File: config.mk
export PLATFORM = sky130hd
export DESIGN_NAME = cmd_packer
export DESIGN_NICKNAME = d
export VERILOG_FILES = /design/src/rtl/cmdpk_pkg.sv /design/src/rtl/cmdpk_addr_calc.sv /design/src/rtl/cmdpk_word_fmt.sv /design/src/rtl/cmdpk_ctrl.sv /design/src/rtl/cmd_packer.sv
export SDC_FILE = /design/constraint.sdc
export NUM_CORES = 1
export LEC_CHECK = 0
export ABC_AREA = 1
export CORE_ASPECT_RATIO = 0.6
export CORE_MARGIN = 2
export CORE_UTILIZATION = 45
export CTS_BUF_LIST = sky130_fd_sc_hd__clkbuf_16
export DETAILED_ROUTE_END_ITERATION = 8
export GPL_TIMING_DRIVEN = 0
export PLACE_DENSITY = 0.81
export SYNTH_ARGS = -nofsm -noshare
export SYNTH_HDL_FRONTEND = slang
export SYNTH_HIERARCHICAL = 1
export SYNTH_SLANG_ARGS = --single-unit
File: constraint.sdc
create_clock -name clk -period 3.1 [get_ports clk]
set_clock_uncertainty 0.2 [all_clocks]
set_input_delay 0.62 -clock clk [delete_from_list [all_inputs] [get_ports clk]]
set_output_delay 0.62 -clock clk [all_outputs]
set_load 0.03 [all_outputs]
File: src/rtl/cmdpk_pkg.sv
package cmdpk_pkg;

   localparam int unsigned OFS_BITS = 20;
   localparam int unsigned VAL_BITS = 32;

   localparam logic [7:0] OPC_SINGLE = 8'h01;
   localparam logic [7:0] OPC_BURST  = 8'h09;
   localparam logic [3:0] BE_ALL     = 4'hF;

   typedef enum logic [1:0] {
      LAST_NONE,
      LAST_SINGLE,
      LAST_BURST
   } last_kind_t;

   typedef enum logic [1:0] {
      ST_IDLE,
      ST_CONV,
      ST_PAD
   } pk_state_t;

   typedef enum logic [2:0] {
      WK_SINGLE,
      WK_CONV_HDR,
      WK_CONV_DATA,
      WK_APPEND,
      WK_PAD
   } wr_kind_t;

   function automatic logic [31:0] single_hdr(input logic [OFS_BITS-1:0] ofs);
      return {OPC_SINGLE, BE_ALL, ofs};
   endfunction

   function automatic logic [31:0] burst_hdr(input logic [OFS_BITS-1:0] ofs);
      return {OPC_BURST, 4'h0, ofs};
   endfunction

endpackage

File: src/rtl/cmdpk_addr_calc.sv
module cmdpk_addr_calc #(
   parameter int unsigned BUF_WORDS  = 256,
   parameter int unsigned LINE_WORDS = 16,
   localparam int unsigned WAW  = $clog2(BUF_WORDS) + 1,
   localparam int unsigned QA_W = WAW - 1,
   localparam int unsigned LB   = $clog2(LINE_WORDS)
) (
   input  logic [WAW-1:0]  fp,
   output logic [QA_W-1:0] start_q,
   output logic            room_ok,
   output logic            line_edge,
   output logic [WAW-1:0]  pad_next,
   output logic            pad_last
);

   localparam logic [WAW-1:0] ROOM_LIMIT = WAW'(BUF_WORDS - 2);

   always_comb begin
      start_q   = fp[WAW-1:1] + QA_W'(fp[0]);
      room_ok   = (fp <= ROOM_LIMIT);
      line_edge = (fp[LB-1:0] == '0);
      pad_next  = fp[0] ? (fp + WAW'(1)) : (fp + WAW'(2));
      pad_last  = (pad_next[LB-1:0] == '0);
   end

endmodule

File: src/rtl/cmdpk_word_fmt.sv
module cmdpk_word_fmt
   import cmdpk_pkg::*;
(
   input  wr_kind_t              kind,
   input  logic                  odd,
   input  logic [OFS_BITS-1:0]   ofs,
   input  logic [VAL_BITS-1:0]   new_val,
   input  logic [VAL_BITS-1:0]   old_val,
   input  logic [VAL_BITS-1:0]   cnt_val,
   output logic [1:0]            lane_we,
   output logic [2*VAL_BITS-1:0] lane_data
);

   logic [VAL_BITS-1:0] lane_d [2];
   logic                lane_e [2];

   for (genvar L = 0; L < 2; L++) begin : g_lane
      localparam bit IS_HI = (L == 1);
      always_comb begin
         lane_d[L] = '0;
         lane_e[L] = 1'b0;
         case (kind)
            WK_SINGLE: begin
               lane_d[L] = IS_HI ? single_hdr(ofs) : new_val;
               lane_e[L] = 1'b1;
            end
            WK_CONV_HDR: begin
               lane_d[L] = IS_HI ? burst_hdr(ofs) : cnt_val;
               lane_e[L] = 1'b1;
            end
            WK_CONV_DATA: begin
               lane_d[L] = IS_HI ? new_val : old_val;
               lane_e[L] = 1'b1;
            end
            WK_APPEND: begin
               if (IS_HI) begin
                  lane_d[L] = odd ? new_val : '0;
                  lane_e[L] = 1'b1;
               end else begin
                  lane_d[L] = new_val;
                  lane_e[L] = !odd;
               end
            end
            WK_PAD: begin
               lane_d[L] = '0;
               lane_e[L] = IS_HI || !odd;
            end
            default: begin
               lane_d[L] = '0;
               lane_e[L] = 1'b0;
            end
         endcase
      end
   end

   assign lane_we   = {lane_e[1], lane_e[0]};
   assign lane_data = {lane_d[1], lane_d[0]};

endmodule

File: src/rtl/cmdpk_ctrl.sv
module cmdpk_ctrl
   import cmdpk_pkg::*;
#(
   parameter int unsigned BUF_WORDS  = 256,
   parameter int unsigned LINE_WORDS = 16,
   localparam int unsigned WAW  = $clog2(BUF_WORDS) + 1,
   localparam int unsigned QA_W = WAW - 1
) (
   input  logic                clk,
   input  logic                rst_n,
   input  logic                clear_i,
   input  logic                req_valid_i,
   input  logic                req_finish_i,
   input  logic [OFS_BITS-1:0] req_ofs_i,
   input  logic [VAL_BITS-1:0] req_val_i,
   input  logic [QA_W-1:0]     start_q,
   input  logic                room_ok,
   input  logic                line_edge,
   input  logic [WAW-1:0]      pad_next,
   input  logic                pad_last,
   output logic                rdy_o,
   output logic [WAW-1:0]      fp_o,
   output logic                wr_fire,
   output wr_kind_t            wr_kind,
   output logic [QA_W-1:0]     wr_q,
   output logic                wr_odd,
   output logic [VAL_BITS-1:0] fmt_new,
   output logic [VAL_BITS-1:0] fmt_old,
   output logic                cnt_fire,
   output logic [QA_W-1:0]     cnt_q,
   output logic [VAL_BITS-1:0] cnt_val,
   output logic                drop_now,
   output logic                done_now
);

   pk_state_t           st, st_n;
   logic [WAW-1:0]      fp, fp_n;
   logic [QA_W-1:0]     ins_q, ins_q_n;
   last_kind_t          last, last_n;
   logic [OFS_BITS-1:0] last_ofs, last_ofs_n;
   logic [VAL_BITS-1:0] last_val, last_val_n;
   logic [VAL_BITS-1:0] pend_val, pend_val_n;
   logic [WAW-1:0]      bcnt, bcnt_n;
   logic [WAW-1:0]      bcnt_inc;
   logic                accept, hit, is_single, is_append;

   assign rdy_o    = (st == ST_IDLE) && !clear_i;
   assign accept   = req_valid_i && rdy_o;
   assign hit      = (last != LAST_NONE) && (req_ofs_i == last_ofs);
   assign bcnt_inc = bcnt + WAW'(1);
   assign fp_o     = fp;
   assign fmt_old  = last_val;
   assign fmt_new  = (st == ST_CONV) ? pend_val : req_val_i;

   always_comb begin
      st_n       = st;
      fp_n       = fp;
      ins_q_n    = ins_q;
      last_n     = last;
      last_ofs_n = last_ofs;
      last_val_n = last_val;
      pend_val_n = pend_val;
      bcnt_n     = bcnt;
      wr_fire    = 1'b0;
      wr_kind    = WK_SINGLE;
      wr_q       = fp[WAW-1:1];
      wr_odd     = fp[0];
      cnt_fire   = 1'b0;
      cnt_q      = ins_q;
      cnt_val    = 32'(bcnt_inc);
      drop_now   = 1'b0;
      done_now   = 1'b0;
      is_single  = 1'b0;
      is_append  = 1'b0;
      if (clear_i) begin
         st_n    = ST_IDLE;
         fp_n    = '0;
         ins_q_n = '0;
         last_n  = LAST_NONE;
      end else begin
         case (st)
            ST_IDLE: begin
               if (accept) begin
                  if (req_finish_i) begin
                     last_n = LAST_NONE;
                     if (line_edge) done_now = 1'b1;
                     else           st_n     = ST_PAD;
                  end else if (!room_ok) begin
                     drop_now = 1'b1;
                  end else if (hit && last == LAST_SINGLE) begin
                     wr_fire    = 1'b1;
                     wr_kind    = WK_CONV_HDR;
                     wr_q       = ins_q;
                     wr_odd     = 1'b0;
                     cnt_val    = 32'd2;
                     bcnt_n     = WAW'(2);
                     pend_val_n = req_val_i;
                     last_n     = LAST_BURST;
                     st_n       = ST_CONV;
                  end else if (hit && last == LAST_BURST) begin
                     is_append = 1'b1;
                     wr_fire   = 1'b1;
                     wr_kind   = WK_APPEND;
                     cnt_fire  = 1'b1;
                     bcnt_n    = bcnt_inc;
                     fp_n      = fp + WAW'(1);
                  end else begin
                     is_single  = 1'b1;
                     wr_fire    = 1'b1;
                     wr_kind    = WK_SINGLE;
                     wr_q       = start_q;
                     wr_odd     = 1'b0;
                     ins_q_n    = start_q;
                     fp_n       = {start_q + QA_W'(1), 1'b0};
                     last_n     = LAST_SINGLE;
                     last_ofs_n = req_ofs_i;
                     last_val_n = req_val_i;
                  end
               end
            end
            ST_CONV: begin
               wr_fire = 1'b1;
               wr_kind = WK_CONV_DATA;
               wr_q    = ins_q + QA_W'(1);
               wr_odd  = 1'b0;
               fp_n    = {ins_q + QA_W'(2), 1'b0};
               st_n    = ST_IDLE;
            end
            ST_PAD: begin
               wr_fire = 1'b1;
               wr_kind = WK_PAD;
               fp_n    = pad_next;
               if (pad_last) begin
                  st_n     = ST_IDLE;
                  done_now = 1'b1;
               end
            end
            default: st_n = ST_IDLE;
         endcase
      end
   end

   always_ff @(posedge clk or negedge rst_n) begin
      if (!rst_n) begin
         st       <= ST_IDLE;
         fp       <= '0;
         ins_q    <= '0;
         last     <= LAST_NONE;
         last_ofs <= '0;
         last_val <= '0;
         pend_val <= '0;
         bcnt     <= '0;
      end else begin
         st       <= st_n;
         fp       <= fp_n;
         ins_q    <= ins_q_n;
         last     <= last_n;
         last_ofs <= last_ofs_n;
         last_val <= last_val_n;
         pend_val <= pend_val_n;
         bcnt     <= bcnt_n;
      end
   end

   // an odd free position is skipped before a single write
   assert_align_R2: assert property (@(posedge clk) disable iff (!rst_n)
      (is_single && fp[0]) |=> (fp == $past(fp) + WAW'(3)));

   // each append raises the burst count by one
   assert_burst_count_R4: assert property (@(posedge clk) disable iff (!rst_n)
      is_append |=> (bcnt == $past(bcnt) + WAW'(1)));

   // conversion holds off the next request for one cycle
   assert_conv_stall_R10: assert property (@(posedge clk) disable iff (!rst_n)
      (st == ST_CONV) |-> !rdy_o);

   // the free position never passes the buffer end
   assert_tail_bound_R6: assert property (@(posedge clk) disable iff (!rst_n)
      fp <= WAW'(BUF_WORDS));

endmodule

File: src/rtl/cmd_packer.sv
module cmd_packer
   import cmdpk_pkg::*;
#(
   parameter int unsigned BUF_WORDS  = 256,
   parameter int unsigned LINE_WORDS = 16,
   localparam int unsigned WAW  = $clog2(BUF_WORDS) + 1,
   localparam int unsigned QA_W = WAW - 1,
   localparam int unsigned LB   = $clog2(LINE_WORDS)
) (
   input  logic                clk,
   input  logic                rst_n,
   input  logic                clear_i,
   input  logic                req_valid_i,
   input  logic                req_finish_i,
   input  logic [19:0]         req_ofs_i,
   input  logic [31:0]         req_val_i,
   output logic                req_ready_o,
   output logic [1:0]          buf_we_o,
   output logic [QA_W-1:0]     buf_addr_o,
   output logic [63:0]         buf_wdata_o,
   output logic                cnt_we_o,
   output logic [QA_W-1:0]     cnt_addr_o,
   output logic [31:0]         cnt_wdata_o,
   output logic [WAW-1:0]      tail_o,
   output logic                drop_o,
   output logic                fin_done_o
);

   if (LINE_WORDS < 2 || (1 << LB) != LINE_WORDS) begin : g_bad_line
      $error("LINE_WORDS must be a power of two, at least 2");
   end
   if (BUF_WORDS < LINE_WORDS || (BUF_WORDS % LINE_WORDS) != 0) begin : g_bad_buf
      $error("BUF_WORDS must be a non-zero multiple of LINE_WORDS");
   end

   logic [QA_W-1:0]  start_q;
   logic             room_ok, line_edge, pad_last;
   logic [WAW-1:0]   pad_next, fp;
   logic             wr_fire, wr_odd, cnt_fire, drop_now, done_now;
   wr_kind_t         wr_kind;
   logic [QA_W-1:0]  wr_q, cnt_q;
   logic [31:0]      fmt_new, fmt_old, cnt_val;
   logic [1:0]       lane_we;
   logic [63:0]      lane_data;

   cmdpk_addr_calc #(.BUF_WORDS(BUF_WORDS), .LINE_WORDS(LINE_WORDS)) u_addr (
      .fp        (fp),
      .start_q   (start_q),
      .room_ok   (room_ok),
      .line_edge (line_edge),
      .pad_next  (pad_next),
      .pad_last  (pad_last)
   );

   cmdpk_ctrl #(.BUF_WORDS(BUF_WORDS), .LINE_WORDS(LINE_WORDS)) u_ctrl (
      .clk          (clk),
      .rst_n        (rst_n),
      .clear_i      (clear_i),
      .req_valid_i  (req_valid_i),
      .req_finish_i (req_finish_i),
      .req_ofs_i    (req_ofs_i),
      .req_val_i    (req_val_i),
      .start_q      (start_q),
      .room_ok      (room_ok),
      .line_edge    (line_edge),
      .pad_next     (pad_next),
      .pad_last     (pad_last),
      .rdy_o        (req_ready_o),
      .fp_o         (fp),
      .wr_fire      (wr_fire),
      .wr_kind      (wr_kind),
      .wr_q         (wr_q),
      .wr_odd       (wr_odd),
      .fmt_new      (fmt_new),
      .fmt_old      (fmt_old),
      .cnt_fire     (cnt_fire),
      .cnt_q        (cnt_q),
      .cnt_val      (cnt_val),
      .drop_now     (drop_now),
      .done_now     (done_now)
   );

   cmdpk_word_fmt u_fmt (
      .kind      (wr_kind),
      .odd       (wr_odd),
      .ofs       (req_ofs_i),
      .new_val   (fmt_new),
      .old_val   (fmt_old),
      .cnt_val   (cnt_val),
      .lane_we   (lane_we),
      .lane_data (lane_data)
   );

   always_ff @(posedge clk or negedge rst_n) begin
      if (!rst_n) begin
         buf_we_o    <= '0;
         buf_addr_o  <= '0;
         buf_wdata_o <= '0;
         cnt_we_o    <= 1'b0;
         cnt_addr_o  <= '0;
         cnt_wdata_o <= '0;
         drop_o      <= 1'b0;
         fin_done_o  <= 1'b0;
      end else begin
         buf_we_o    <= wr_fire ? lane_we : 2'b00;
         buf_addr_o  <= wr_q;
         buf_wdata_o <= lane_data;
         cnt_we_o    <= cnt_fire;
         cnt_addr_o  <= cnt_q;
         cnt_wdata_o <= cnt_val;
         drop_o      <= drop_now;
         fin_done_o  <= done_now;
      end
   end

   assign tail_o = fp;

   // a dropped request writes nothing
   assert_drop_no_write_R6: assert property (@(posedge clk) disable iff (!rst_n)
      drop_o |-> (buf_we_o == 2'b00 && !cnt_we_o));

   // finish completes on a cacheline boundary
   assert_done_aligned_R7: assert property (@(posedge clk) disable iff (!rst_n)
      fin_done_o |-> (tail_o[LB-1:0] == '0));

   // clear empties the buffer position
   assert_clear_zero_R8: assert property (@(posedge clk) disable iff (!rst_n)
      clear_i |=> (tail_o == '0));

endmodule

==> impl_metrics.tcl, run 1 <==
set metrics [dict create \
    hold_violations 0 \
    portBuffers 182 \
    synth_most_common_cell "nand2_1" \
    drt_iter0_markers 1658 \
    status "completed" \
    synth_commonest_cells "nand2_1, dfrtp_1, inv_1, nor2_1, nand3_1" \
    synthCells 1534 \
    ys_ff_latch 231 \
    dp_slack_ps -1440 \
    worstSetupStartpointType "register" \
    clkTransAtPathRegs_ps 60 \
    cts_buffers 23 \
    die_w_um 214 \
    async_flop_share_pct 100 \
    start_util_pct 46.3 \
    rsz0062_at_grt "true" \
    synth_seq_area_share_pct 48.7 \
    grt_pass1_vias 11008 \
    final_nets 1919 \
    final_util_pct 62.9 \
    firstDrtPassIters 8 \
    period_minus_slack_ps 3030 \
    synth_compound_area_share_pct 9.43 \
    routabilityCongestion 0.986 \
    clock.fmax_mhz 330 \
    syn_area_mm2 0.0119 \
    synth-main-ff-cell "dfrtp_1" \
    avgSynthCellArea_um2 7.74 \
    vias 11938 \
    min_period_over_period_pct 97.9 \
    ant_nets 0 \
    die_area_mm2 0.0277 \
    synth_fa_ha_area_share_pct 1.58 \
    cp.required_ps 3360 \
    worst_slack_ps 66.0 \
    track_usage_pct 29.1 \
    crit_path_cell_trace "inv_4 -> ha_4 -> nand4_1 -> a21oi_2 -> inv_2 -> nor2_4 -> inv_2 -> nor2_8 -> clkinv_4 -> nor2_4 -> inv_4 -> a21oi_4 -> buf_6 -> buf_6 -> nand3_4 -> nand2_8 -> buf_8 -> nand2_1 -> nand3_2" \
    grt_pass1_wl_um 61400 \
    grt_overflow_total 0 \
    yosys-top-cells-area "dfrtp_1, nand2_1, inv_1" \
    maxSlewHeadroom_pct 44.6 \
    core_area_mm2 0.0256 \
    drc 0 \
    crit_type "reg2reg" \
    vias_per_cell 5.39 \
    synthSimpleGateAreaFrac_pct 28.0 \
    yosysWarnings 6 \
    post-dp-hpwl_um 28500 \
    antenna_found_initial 1 \
    maxSlewViolCount 0 \
    setup_viol 0 \
    ios 184 \
    yosys.area.top_type "dfrtp_1" \
    crit_path_end_kind "register" \
    critPathMaxStageDelay_ps 430 \
    cts.sinks 231 \
    worst_pin_slew_ps 829 \
    p_leak_nw 7.98 \
    synth_edf_count 0 \
    synth_cell_types 50 \
    synthMuxAreaShare_pct 0 \
    cts_tree "built" \
    holdCritPathClass "in2reg" \
    slowest_stage "dfrtp_2" \
    die_h_um 130 \
    clk_latency_ps 530 \
    p_per_area_mw_per_mm2 785 \
    wl_per_cell_um 18.4 \
    drv_cap 0 \
    cts.path.max_buffers 3 \
    num_rows 45 \
    arrival_ps 3290 \
    cts-root-buf "clkbuf_16" \
    finalWirelength_um 40700 \
    grt_start_max_net_pins 126 \
    synth_top_area_share_pct 48.7 \
    cp_max_fo 7 \
    area_growth_pct 35.8 \
    synth-xor-area-share_pct 2.21 \
    cts-htree-levels 1 \
    synth_top_family_by_area "simple AND/OR/NAND/NOR gates" \
    drive_gt1_share_pct 15.5 \
    ir_drop_v 0.000530 \
]
[routing by layer]
metal	part of all wire [%]	vias to the layer above	global-route usage, %
met2	41	747	40.5
met3	13	78	7.70
met5	0	-	0
met1	45	5695	44.8
li1	-	5418	-
met4	2.2	0	6.90
[power by group]
part | internal, mW | total (mW) | switching [mW]
combinational | 2.09 | 5.58 | 3.49
sequential | 3.77 | 4.21 | 0.449
clock | 1.62 | 2.87 | 1.25
total | 7.47 | 12.7 | 5.19
[path summary, 6_finish.rpt]
kind                                              from                              end  slack [ps]  cells after the start
max reg2reg                 u_ctrl/fp_o[0]$_DFFE_PN0P_        buf_wdata_o[11]$_DFF_PN0_          70                     19
max in group asynchronous                        rst_n       u_ctrl/fp_o[4]$_DFFE_PN0P_        1010                      3
max                         u_ctrl/fp_o[0]$_DFFE_PN0P_        buf_wdata_o[11]$_DFF_PN0_          70                     19
min in group asynchronous                        rst_n        buf_wdata_o[13]$_DFF_PN0_         540                      2
min reg2reg                u_ctrl/cnt_q[6]$_DFFE_PN0P_          cnt_addr_o[6]$_DFF_PN0_         200                      0
min                                      req_ofs_i[18]  u_ctrl/last_ofs[18]$_DFFE_PN0P_         200                      3
[kinds of logic (layout without fill, tap and decap cells)]
kind of cell,count (synthesis),count (layout)
flip-flops,231,231
buffers and inverters,265,572
XOR/XNOR,30,30
adder cells (fa/ha/maj),15,15
AND/OR/NAND/NOR,788,788
other,2,25
AO/OA/AOI/OAI,203,203
[critical path, delay by kind of cell (launching register included)]
kind,cells,cell delay [ps]
fa+ha+maj,1,110
flops,1,430
simple gates,8,1020
buf+inv,8,810
compound gates,2,400
[registers in the layout, summed over array words and instances, names as in the netlist, 8 cells and up]
| signal | cells |
|---|---|
| u_ctrl/bcnt | 9 |
| buf_wdata_o | 64 |
| u_ctrl/cnt_q | 8 |
| u_ctrl/fmt_old | 32 |
| cnt_wdata_o | 32 |
| u_ctrl/last_ofs | 20 |
| buf_addr_o | 8 |
| u_ctrl/fp_o | 9 |
| u_ctrl/pend_val | 32 |
| cnt_addr_o | 8 |
[per-stage QoR]
stage / hold slack (ps) / area [µm²] / power, mW / setup TNS (ps) / cells
2_1_floorplan: 124 / 12000 / 7.13 / 0 / 1556
3_3_place_gp: 191 / 14300 / 8.96 / -2028560 / 2090
3_5_place_dp: 187 / 14300 / 9.06 / -76720 / 2091
4_1_cts: 201 / 15800 / 12.3 / -74.6 / 2198
5_1_grt: 211 / 16100 / 13.3 / -679 / 2216
6_report: 198 / 16100 / 12.7 / 0 / 2216
[layout by cell type (no fill, tap or decap), types with 5 or more instances in the layout]
cell             synthesis  routed
xnor2_1                  9       7
dfrtp_1                231     223
buf_8                    0       5
buf_2                   19       9
o21ai_0                111     109
nor2_1                 129     121
buf_4                   34     108
a21oi_1                 23      18
ha_1                    15      12
dlygate4sd2_1            0       8
inv_2                    9      14
nor3_1                   8       7
conb_1                   2      24
nand3_2                  1       5
clkbuf_16                0      26
nor2_4                   4      14
o21ai_1                 34      35
xor2_1                  21      21
nor2_2                   9       7
clkinv_2                 0       5
buf_6                    5      15
dfrtp_2                  0       8
clkbuf_2                 1       9
nand2_1                482     470
nand3_1                127     121
nand4_1                 11      11
clkdlybuf4s50_1          0     160
inv_1                  170     163
nand2_2                  2      10
clkbuf_1                23      13
[area by class of cell]
cell class / instances / area [µm²]
timing repair buffer: 269 / 2570
fill: 2132 / 9500
clock buffer: 23 / 576
inverter: 180 / 688
multi-input combinational: 1060 / 5260
clock inverter: 18 / 186
tap: 352 / 440
sequential: 231 / 5790
buffer: 82 / 617
antenna: 1 / 2.50
[timing repair]
| action | 4_1_cts | 5_1_grt |
|---|---|---|
| gates cloned | 2 | 2 |
| buffers inserted | 64 | 21 |
| endpoints found under the setup margin | 67 | 70 |
| hold buffers | 1 | 0 |
| resized for setup | 90 | 73 |
| endpoints found under the hold margin | 52 | 0 |
| pin swaps | 23 | 22 |
Power figures use the tool's default switching activity.
==> inputs of run 2 (changes only) <==
==> constraint.sdc (replaced) <==
create_clock -name clk -period 3.1 [get_ports clk]
set_clock_uncertainty 0.2 [all_clocks]
set_input_delay 0.31 -clock clk [delete_from_list [all_inputs] [get_ports clk]]
set_output_delay 0.31 -clock clk [all_outputs]
set_load 0.03 [all_outputs]
==> run 2 against run 1 <==
Via count shrank 2.3%. Wire length shrank 2.4%. Setup slack gained 22 ps. Register-to-register slack gained 20 ps.
==> impl_metrics.tcl, run 2 (synthesized netlist as in run 1, its figures left out) <==
set metrics [dict create \
    p_seq_share_pct 33.8 \
    cp.required_ps 3350 \
    crit_path_end_kind "register" \
    ant_nets 0 \
    routabilityCongestion 0.986 \
    switchingPower_mw 5.09 \
    p_per_area_mw_per_mm2 789 \
    drt_iter0_markers 1612 \
    grt_overflow_total 0 \
    holdCritPathClass "in2reg" \
    dp_slack_ps -1130 \
    p_total_mw 12.4 \
    wl_met3_um 4950 \
    final_nets 1883 \
    cp_max_fo 13 \
    area_growth_pct 32.8 \
    cts.sinks 231 \
    portBuffers 182 \
    regArea_mm2 0.00579 \
    clock.fmax_mhz 332 \
    finalWirelength_um 39700 \
    arrival_ps 3270 \
    wl_met2_um 15900 \
    final_common_cell "nand2_1" \
    slowest_stage "dfrtp_2" \
    grt_pass1_wl_um 59700 \
    track_usage_pct 28.2 \
    cts-root-buf "clkbuf_16" \
    placed_area_mm2 0.0143 \
    num_rows 45 \
    drive_gt1_share_pct 12.6 \
    cts_tree "built" \
    firstDrtPassIters 6 \
    hold_depth 3 \
    reg2reg_depth 18 \
    regMostFlops "buf_wdata_o" \
    die_w_um 214 \
    grt_pass1_vias 10608 \
    grt_start_max_net_pins 126 \
    crit_type "reg2reg" \
    hold_violations 0 \
    p_leak_nw 7.71 \
    worst_slack_ps 88.2 \
    cts-htree-levels 1 \
    swShare_pct 40.9 \
    critPathMaxStageDelay_ps 430 \
    num_antenna_cells 0 \
    rsz0062_at_grt "false" \
    period_minus_slack_ps 3010 \
    start_util_pct 46.3 \
    final_cell_area_mm2 0.0158 \
    p_int_mw 7.36 \
    met1Wirelength_um 18100 \
    maxSlewViolCount 0 \
    drc 0 \
    drv_cap 0 \
    die_h_um 130 \
    maxSlewHeadroom_pct 43.9 \
    worstSetupStartpointType "register" \
    dp_cells 2091 \
    p_comb_share_pct 43.2 \
    crit_top_cell "nor2_4" \
    setup_viol 0 \
    mostFrequentLayoutCells "nand2_1, dfrtp_1, clkdlybuf4s50_1, inv_1, nand3_1" \
    vias 11659 \
    worstSetupPathDepth 18 \
    core_area_mm2 0.0256 \
    cts.path.max_buffers 3 \
    largest_reg_flops 64 \
    antenna_found_initial 0 \
    cts_buffers 23 \
    wl_per_cell_um 18.2 \
    clockPowerShare_pct 23.0 \
    dr.max_layer_used "met4" \
    ios 184 \
    multi_input_area_mm2 0.00517 \
    hold_slack_ps 173 \
    clkTransAtPathRegs_ps 70 \
    n_fill_cell 2180 \
    r2r-start "u_ctrl/fp_o[0]$_DFFE_PN0P_" \
    vias_per_cell 5.35 \
    die_area_mm2 0.0277 \
    instances_no_fill 2179 \
    crit_start "u_ctrl/fp_o[0]$_DFFE_PN0P_" \
    crit_path_cell_trace "inv_4 -> ha_1 -> nand4_1 -> a21oi_2 -> inv_2 -> nor2_4 -> inv_2 -> nor2_8 -> inv_6 -> nor2_4 -> inv_4 -> a21oi_4 -> buf_12 -> nand2_2 -> nor2_4 -> buf_4 -> nand3_1 -> nand3_1" \
    critical_path_buf_inv_count 7 \
    worst_pin_slew_ps 839 \
    critical-path-top-delay-family "simple AND/OR/NAND/NOR gates" \
    clk_latency_ps 530 \
    hp-start "req_val_i[7]" \
    status "completed" \
    ir_drop_v 0.000538 \
    min_period_over_period_pct 97.2 \
    post-dp-hpwl_um 28500 \
]
[run 2: path summary, 6_finish.rpt]
kind | endpoint | slack (ps)
setup / recovery | buf_wdata_o[54]$_DFF_PN0_ | 90
hold / removal | u_ctrl/pend_val[7]$_DFFE_PN0P_ | 170
setup reg to reg | buf_wdata_o[54]$_DFF_PN0_ | 90
hold reg to reg | cnt_addr_o[6]$_DFF_PN0_ | 200
max in group asynchronous | u_ctrl/fp_o[0]$_DFFE_PN0P_ | 1300
min in group asynchronous | buf_wdata_o[13]$_DFF_PN0_ | 220
[run 2: final cells by class]
type	count	area share [%]
sequential	231	36.7
tap	352	2.79
clock buffer	23	3.65
inverter	180	4.38
buffer	83	3.94
clock inverter	18	1.18
timing repair buffer	232	14.5
multi-input combinational	1060	32.8
[run 2: layer usage]
layer	track usage, %	vias up
met4	5.56	0
li1	-	5341
met3	7.15	57
met1	44.2	5592
met2	39.2	669
met5	0	-
[run 2: timing repair]
action                                 4_1_cts  5_1_grt
setup endpoints to repair                   67       67
buffers inserted                            28       18
pin swaps                                   15       10
gates cloned                                 0        2
hold buffers                                 1        0
endpoints found under the hold margin      106        0
resized for setup                           64       38
[run 2: power groups by stage]
stage | Sequential [mW] | Combinational (mW) | Clock (mW)
after global routing | 4.29 | 5.78 | 3.03
after floorplan | 5.00 | 2.12 | 0
after detailed placement | 4.31 | 4.75 | 0
after CTS | 4.21 | 5.05 | 2.91
final | 4.21 | 5.38 | 2.86
after global placement | 4.31 | 4.65 | 0
[run 2: worst register-to-register path, stage by stage, from the launching register on]
cell and delay, ps:
dfrtp_2 430, inv_4 70, ha_1 140, nand4_1 110
a21oi_2 240, inv_2 80, nor2_4 100, inv_2 70
nor2_8 130, inv_6 70, nor2_4 130, inv_4 100
a21oi_4 240, buf_12 150, nand2_2 80, nor2_4 190
buf_4 200, nand3_1 100, nand3_1 130
[run 2: through the flow]
stage	setup TNS (ps)	utilization, %
final	0	61.6
after global routing	0	61.6
after CTS	0	60.5
after detailed placement	-51220	55.8
after global placement	-1934410	55.7
after floorplan	0	-
